[config.mk]
export PLATFORM = sky130hd
export DESIGN_NAME = udiv_iter
export DESIGN_NICKNAME = d
export VERILOG_FILES = /design/src/rtl/udiv_pkg.sv /design/src/rtl/udiv_step.sv /design/src/rtl/udiv_seq.sv /design/src/rtl/udiv_iter.sv
export SDC_FILE = /design/constraint.sdc
export NUM_CORES = 1
export LEC_CHECK = 0
export CORE_ASPECT_RATIO = 0.9
export CORE_MARGIN = 2
export CORE_UTILIZATION = 55
export CTS_CLUSTER_SIZE = 20
export DETAILED_ROUTE_END_ITERATION = 7
export DONT_BUFFER_PORTS = 1
export PLACE_DENSITY_LB_ADDON = 0.08
export SYNTH_ARGS = -nofsm -noshare
export SYNTH_HDL_FRONTEND = slang
export SYNTH_SLANG_ARGS = --single-unit
export TNS_END_PERCENT = 20
[constraint.sdc]
create_clock -name clk -period 2.9 [get_ports clk]
set_input_delay 0.87 -clock clk [delete_from_list [all_inputs] [get_ports clk]]
set_output_delay 0.87 -clock clk [all_outputs]
set_load 0.01 [all_outputs]
[src/rtl/udiv_pkg.sv]
package udiv_pkg;
  typedef enum logic {
    SEQ_IDLE = 1'b0,
    SEQ_RUN  = 1'b1
  } seq_state_e;
endpackage

[src/rtl/udiv_step.sv]
// One shift-and-trial-subtract step of the restoring division.
module udiv_step #(
  parameter int WIDTH = 16
) (
  input  logic [WIDTH-1:0] acc,
  input  logic [WIDTH-1:0] quo,
  input  logic [WIDTH-1:0] dvsr,
  output logic [WIDTH-1:0] acc_nx,
  output logic [WIDTH-1:0] quo_nx,
  output logic             fits
);
  localparam int WW = WIDTH + 1;

  // Partial remainder after the shift; one extra bit so no carry is lost.
  function automatic logic [WW-1:0] shift_in(input logic [WIDTH-1:0] a,
                                             input logic              b);
    return {a, b};
  endfunction

  function automatic logic divisor_fits(input logic [WW-1:0] pr,
                                        input logic [WIDTH-1:0] d);
    return pr >= {1'b0, d};
  endfunction

  logic [WW-1:0] wide;
  logic [WW-1:0] diff;

  always_comb begin
    wide   = shift_in(acc, quo[WIDTH-1]);
    diff   = wide - {1'b0, dvsr};
    fits   = divisor_fits(wide, dvsr);
    acc_nx = fits ? diff[WIDTH-1:0] : wide[WIDTH-1:0];
    quo_nx = {quo[WIDTH-2:0], fits};
  end
endmodule

[src/rtl/udiv_seq.sv]
// Sequencer: accepts start, counts WIDTH steps, flags the last one.
module udiv_seq
  import udiv_pkg::*;
#(
  parameter int WIDTH = 16
) (
  input  logic clk,
  input  logic rst_n,
  input  logic start,
  input  logic dvsr_is_zero,
  output logic load_go,
  output logic zero_go,
  output logic step_en,
  output logic last_step,
  output logic busy
);
  localparam int CW = $clog2(WIDTH + 1);

  seq_state_e    state;
  logic [CW-1:0] cnt;

  always_comb begin
    load_go   = (state == SEQ_IDLE) && start && !dvsr_is_zero;
    zero_go   = (state == SEQ_IDLE) && start &&  dvsr_is_zero;
    step_en   = (state == SEQ_RUN);
    last_step = step_en && (cnt == CW'(1));
    busy      = (state == SEQ_RUN);
  end

  always_ff @(posedge clk or negedge rst_n) begin
    if (!rst_n) begin
      state <= SEQ_IDLE;
      cnt   <= '0;
    end else if (load_go) begin
      state <= SEQ_RUN;
      cnt   <= CW'(WIDTH);
    end else if (step_en) begin
      cnt <= cnt - CW'(1);
      if (last_step) state <= SEQ_IDLE;
    end
  end

  // one step per cycle, counter never wraps while running
  assert_step_count_R3: assert property (@(posedge clk) disable iff (!rst_n)
    step_en && !last_step |=> step_en && (cnt == $past(cnt) - CW'(1)));
  assert_run_ends_R3: assert property (@(posedge clk) disable iff (!rst_n)
    last_step |=> !busy);
  // a start while running is not taken
  assert_no_restart_R8: assert property (@(posedge clk) disable iff (!rst_n)
    busy |-> !load_go && !zero_go);
endmodule

[src/rtl/udiv_iter.sv]
// Iterative restoring divider for unsigned operands.
module udiv_iter #(
  parameter int WIDTH = 16
) (
  input  logic             clk,
  input  logic             rst_n,
  input  logic             start,
  input  logic [WIDTH-1:0] dividend,
  input  logic [WIDTH-1:0] divisor,
  output logic             busy,
  output logic             done,
  output logic [WIDTH-1:0] quotient,
  output logic [WIDTH-1:0] remainder,
  output logic             div_zero
);
  logic [WIDTH-1:0] acc_q, quo_q, dvsr_q;
  logic [WIDTH-1:0] acc_nx, quo_nx;
  logic             fits;
  logic             load_go, zero_go, step_en, last_step;
  logic             done_q, dz_q;

  udiv_seq #(.WIDTH(WIDTH)) seq_i (
    .clk         (clk),
    .rst_n       (rst_n),
    .start       (start),
    .dvsr_is_zero(divisor == '0),
    .load_go     (load_go),
    .zero_go     (zero_go),
    .step_en     (step_en),
    .last_step   (last_step),
    .busy        (busy)
  );

  udiv_step #(.WIDTH(WIDTH)) step_i (
    .acc   (acc_q),
    .quo   (quo_q),
    .dvsr  (dvsr_q),
    .acc_nx(acc_nx),
    .quo_nx(quo_nx),
    .fits  (fits)
  );

  always_ff @(posedge clk or negedge rst_n) begin
    if (!rst_n) begin
      acc_q  <= '0;
      quo_q  <= '0;
      dvsr_q <= '0;
      done_q <= 1'b0;
      dz_q   <= 1'b0;
    end else if (zero_go) begin
      acc_q  <= dividend;
      quo_q  <= '1;
      dvsr_q <= '0;
      done_q <= 1'b1;
      dz_q   <= 1'b1;
    end else if (load_go) begin
      acc_q  <= '0;
      quo_q  <= dividend;
      dvsr_q <= divisor;
      done_q <= 1'b0;
      dz_q   <= 1'b0;
    end else if (step_en) begin
      acc_q  <= acc_nx;
      quo_q  <= quo_nx;
      done_q <= last_step;
    end else begin
      done_q <= 1'b0;
    end
  end

  assign done      = done_q;
  assign quotient  = quo_q;
  assign remainder = acc_q;
  assign div_zero  = dz_q;

  // done is a single-cycle pulse
  assert_done_pulse_R3: assert property (@(posedge clk) disable iff (!rst_n)
    done |=> !done);
  // partial remainder stays below the divisor during the steps
  assert_partial_lt_dvsr_R5: assert property (@(posedge clk) disable iff (!rst_n)
    busy |-> acc_q < dvsr_q);
  assert_final_lt_dvsr_R5: assert property (@(posedge clk) disable iff (!rst_n)
    done && !div_zero |-> remainder < dvsr_q);
  // zero divisor gives an all-ones quotient
  assert_zero_quot_R6: assert property (@(posedge clk) disable iff (!rst_n)
    done && div_zero |-> quotient == '1);
  // stored divisor cannot change while running
  assert_dvsr_held_R8: assert property (@(posedge clk) disable iff (!rst_n)
    busy && $past(busy) |-> $stable(dvsr_q));
  // results hold while idle with no start
  assert_hold_R9: assert property (@(posedge clk) disable iff (!rst_n)
    !busy && !start && !done |=> $stable(quotient) && $stable(remainder) && $stable(div_zero));
endmodule

---- After elaboration in Yosys (flattened, before gate mapping) ----
Cells that the tools add are included.
word-level totals
  bits of input ports ..................... 35
  output and inout bits ................... 35
  logic and storage cells ................. 40
  register bits ........................... 56
cells by class
  add/sub/neg operators ................... 2
  $lt $le $gt $ge ......................... 1
  bitwise operators ....................... 1
  reductions and logical operators ........ 9
  multiplexer cells ....................... 19
  equal/unequal tests ..................... 1
operators with widths
  kind                 count
  $mux 16              9
  $ge 17x16->1         1
  $logic_not 16->1     1
  $sub 16x16->16       1
  $mux 5               2
  $mux 1               8
  $eq 5x1->1 const B   1
  $sub 5x1->5 const B  1
  $logic_and 1x1->1    4
  $reduce_bool 2->1    2
  $reduce_bool 3->1    1
  $logic_not 1->1      1
  $not 1->1            1

---- Depth between registers and ports, before layout ----
  word-level depth ........................ 5
  depth in mapped cells ................... 10
  mapped depth without buffers ............ 9

---- Modules after synthesis ----
Synthesis repeated with hierarchy kept, for this count alone.
unflattened totals
  cell total of the unflattened synthesis .. 392
  area, all modules ....................... 3915.0 µm²
by module, submodules not included
  module     area each (µm²)  cells each  times used  seq. area each (µm²)
  udiv_iter  2293.4           188         1           1251.2
  udiv_step  1285.0           172         1           0.0
  udiv_seq   336.6            32          1           150.1

---- Worst setup path after synthesis ----
OpenSTA, ideal clock, no wires.
  path kind ............................... reg-to-reg
  start ................................... register acc_q[7] (netlist: remainder[7])
  end ..................................... register acc_q[0] (netlist: remainder[0])
  arrival ................................. 2325 ps
  slack ................................... 502 ps
  stages on the path, launching flop included .. 8
  setup time .............................. 73 ps
  period minus slack after synthesis ...... 2398 ps
  cell sequence ........................... dfrtp_1 -> ha_1 -> a21oi_1 -> and4b_1 -> a31oi_2 -> a211oi_4 -> mux2_4 -> a21oi_2
between the ends
  word-level cells in the longest chain between the ends .. 5
RTL lines
  item                    line             RTL
  from (decl)             udiv_iter.sv:16  logic [WIDTH-1:0] acc_q, quo_q, dvsr_q;
  from (signal assigned)  udiv_iter.sv:51  acc_q <= dividend;
  from (signal assigned)  udiv_iter.sv:63  acc_q <= acc_nx;
  $ge 17x16->1            udiv_step.sv:22  return pr >= {1'b0, d};
  $mux 16                 udiv_step.sv:32  acc_nx = fits ? diff[WIDTH-1:0] : wide[WIDTH-1:0];
  $mux 16                 udiv_iter.sv:62  end else if (step_en) begin
  $mux 16                 udiv_iter.sv:56  end else if (load_go) begin
  $mux 16                 udiv_iter.sv:50  end else if (zero_go) begin
No other way between the ends. The select of a mux whose other input is x is not followed.
A chain may end at the register's enable or synchronous reset.

---- Final worst setup path ----
  start ................................... register acc_q[3] (netlist: remainder[3])
  end ..................................... register acc_q[2] (netlist: remainder[2])
Same word-level chain as after synthesis.

==> run metrics <==
outcome completed; Final setup violation count 0; Rows 28; Clk Tree Root Cell clkbuf_8; total clock sinks 56; number of antenna violations at the first check in global routing 0; largest net degree at the start of global routing 67; worst min path class input port to asynchronous set/reset pin; count of distinct cell types in the synthesized netlist 57; fraction of power consumed by the clock network 7.6%; Final min period 2.72 ns; Detailed Route Iter0 Violations 220; routed via count divided by cell count 6.08; worst setup path class flip-flop to flip-flop; Max rail drop VDD 0.553 mV; per-instance average area after synthesis 9.11 sq um; number of diodes 0; crit-path max FO 9; Worst slew margin 63.0%; number of synthesized flops with an enable pin 0; filler cell count in the final layout 615; critical path data required time 3.08 ns; vias in the first global route 2,850; Total Die Area 7570 sq um; die height 82.8 um; static leakage power 0.00171 uW; combined global-route utilization of all metal layers 25.5%; total count of max-transition violations in the final report 0; number of buffers inserted by hold repair at cts 0; CP startpoint kind flip-flop; net switching share of the total power 47.6%; power dissipated by switching net loads 2830 uW; CTS tree done; dominant cell type by area after synthesis dfrtp_1; number of antenna-violating nets in the routed design 0; post-layout net count 462; top cells by area, synth dfrtp_1, ha_1, o21ai_0, mux2_2, nand2_1; average wire length per cell after detail routing 19.3 um; Cell Int Power 3120 uW; area occupied by multi-input gates 2140 sq um; total via count in the routed design 3,035; final core area utilization 59.4%; post-synthesis net count 470; maximum clock skew at final layout 0.0101 ns; Clock Tree Buf Depth 2; initial core utilization 57.2%; Setup TNS 0 ns; Post-Layout Cell Count 499; yosys synthesis warning count 0; register area share after synthesis 37.0%; Max Fclk 367 MHz; Post-Syn Area 3790 sq um; fraction of registers with async set/reset 100%; proportion of power drawn by flip-flops and latches 27.4%; number of violations of the max-capacitance limit 0; cell total after placement 489; fraction of post-synthesis cell area in the top cell type by area 37.0%; total of cells resized after clock tree synthesis 0; share of the clock period used by the worst path 93.9%; CP Capture Type flip-flop; TritonCTS Buffers 5; insertion delay to the later sink of the worst-skew pair 0.31 ns; actual transition at the worst max-transition pin 0.555 ns; sum of overflow across all layers after global routing 0; Gate Count Post-Synth 416; most used flip-flop cell after synthesis dfrtp_1; global placement routability congestion 0.893; setup repair after global routing missed its margin false; fraction of power consumed by combinational cells 65.0%; number of levels the H-tree was split into 2; detailed-router iteration count before antenna repair 4; die extent in x 91.5 um; register bit total from synthesis 56; clock slew seen by the registers of the worst setup and hold paths 0.11 ns; Port Buffer Count 0; fraction of layout cells with a size suffix above 1 13.7%; final hold slack 0.231 ns; remaining design rule violation count 0; Final Hold Viols 0; power per unit of standard cell area 1510 nW/um^2; HPWL after detailed placement 6.90 mm; area used by sequential logic in the layout 1400 sq um; ports placed on the boundary 70; area of the core 6620 sq um; Detailed Route WL 9.61 mm; CP arrival 2.90 ns; global-route wire length before repair 15.1 mm; synth-to-layout area growth 3.86%
[metal layers]
layer	part of all wire [%]	up-vias	track usage [%]	wire length (um)
met4	1.3	0	5.30	127
li1	-	1483	-	-
met1	48	1465	36.1	4600
met5	0	-	0	0
met3	5.7	8	6.35	548
met2	45	79	40.0	4340
[registers in the layout, summed over array words and instances (netlist names)]
register and flops:
div_zero 1, dvsr_q 16, quotient 16, remainder 16, seq_i.cnt 5, seq_i.busy 1
done 1
[cell usage in the layout (no fill, tap or decap), drive strengths merged, types with 2 or more instances in the layout]
| master | instances |
|---|---|
| a211o | 2 |
| a211oi | 7 |
| a21o | 5 |
| a21oi | 20 |
| a221oi | 4 |
| a311oi | 16 |
| a31oi | 6 |
| and2b | 5 |
| and4b | 2 |
| buf | 12 |
| clkbuf | 6 |
| dfrtp | 56 |
| ha | 18 |
| inv | 21 |
| mux2 | 19 |
| mux2i | 6 |
| nand2 | 47 |
| nand2b | 4 |
| nand3 | 6 |
| nand4 | 3 |
| nor2 | 33 |
| nor2b | 12 |
| nor3 | 4 |
| nor4 | 4 |
| o21a | 5 |
| o21ai | 45 |
| o21bai | 3 |
| o22ai | 3 |
| o41ai | 2 |
| or3 | 3 |
| or4 | 5 |
| xnor2 | 5 |
| xor2 | 7 |
[worst max-delay path: stages, from the launching register on]
cell	delay, ns
dfrtp_1	0.47
ha_1	0.50
nand4_1	0.19
or4_4	0.46
a21oi_4	0.22
a211o_1	0.42
mux2i_1	0.24
a21oi_1	0.08
[what timing repair did]
| item | 4_1_cts | 5_1_grt |
|---|---|---|
| endpoints found under the setup margin | 0 | 1 |
| buffers inserted | 0 | 2 |
| endpoints found under the hold margin | 0 | 0 |
[power groups by stage]
stage	Combinational, uW	Sequential (uW)	Clock (uW)
global placement	3660	1630	0
CTS	3750	1630	469
global route	4260	1680	490
finish	3860	1630	454
detailed placement	3710	1650	0
floorplan	3080	1560	0
[area by class of cell]
class / count / area share [%]
Tap cell: 90 / 2.86
Multi-Input combinational cell: 313 / 54.5
Sequential cell: 56 / 35.6
Timing Repair Buffer: 12 / 2.92
Clock inverter: 2 / 0.350
Inverter: 20 / 1.91
Clock buffer: 6 / 1.84
[stage by stage]
stage                     area [sq um]  power, uW  setup WS [ns]
after floorplan                   3790       4640          0.502
after global placement            3820       5290          0.150
after detailed placement          3820       5360         0.0804
after CTS                         3910       5850         0.0575
after global routing              3940       6430         0.0144
final                             3940       5950          0.176
[synth_stat cells, types with 5 or more instances]
library cell and n:
nand2_1 47, nor2_1 32, a21o_1 5, xnor2_1 5, dfrtp_1 56, nor2b_1 12
mux2i_1 6, and2b_2 5, o21ai_0 44, a21oi_1 16, xor2_1 7, ha_1 18
o21a_1 5, inv_1 20, clkbuf_1 16, a311oi_1 16, a31oi_1 5, mux2_2 17
nand3_1 6
[logic make-up (layout without fill, tap and decap cells)]
logic type / count (synthesis) / after routing / synth area share (%)
AND/OR/NAND/NOR: 133 / 133 / 17.5
AO/OA/AOI/OAI: 124 / 124 / 22.4
flip-flops: 56 / 56 / 37.0
buffers and inverters: 47 / 40 / 6.44
multiplexers: 25 / 25 / 7.43
adder cells (fa/ha/maj): 19 / 19 / 6.47
XOR/XNOR: 12 / 12 / 2.77
[path summary, 6_finish.rpt]
kind / start / endpoint / slack, ns / depth (start not counted)
setup / recovery: remainder[3] / remainder[2] / 0.18 / 7
hold / removal: rst_n / seq_i.cnt[3] / 0.23 / 0
setup reg to reg: remainder[3] / remainder[2] / 0.18 / 7
hold reg to reg: dvsr_q[7] / dvsr_q[7] / 0.52 / 1
max in group asynchronous: rst_n / dvsr_q[11] / 2.55 / 0
min in group clk: dvsr_q[7] / dvsr_q[7] / 0.52 / 1
No activity file was read; power rests on OpenSTA's default activity.
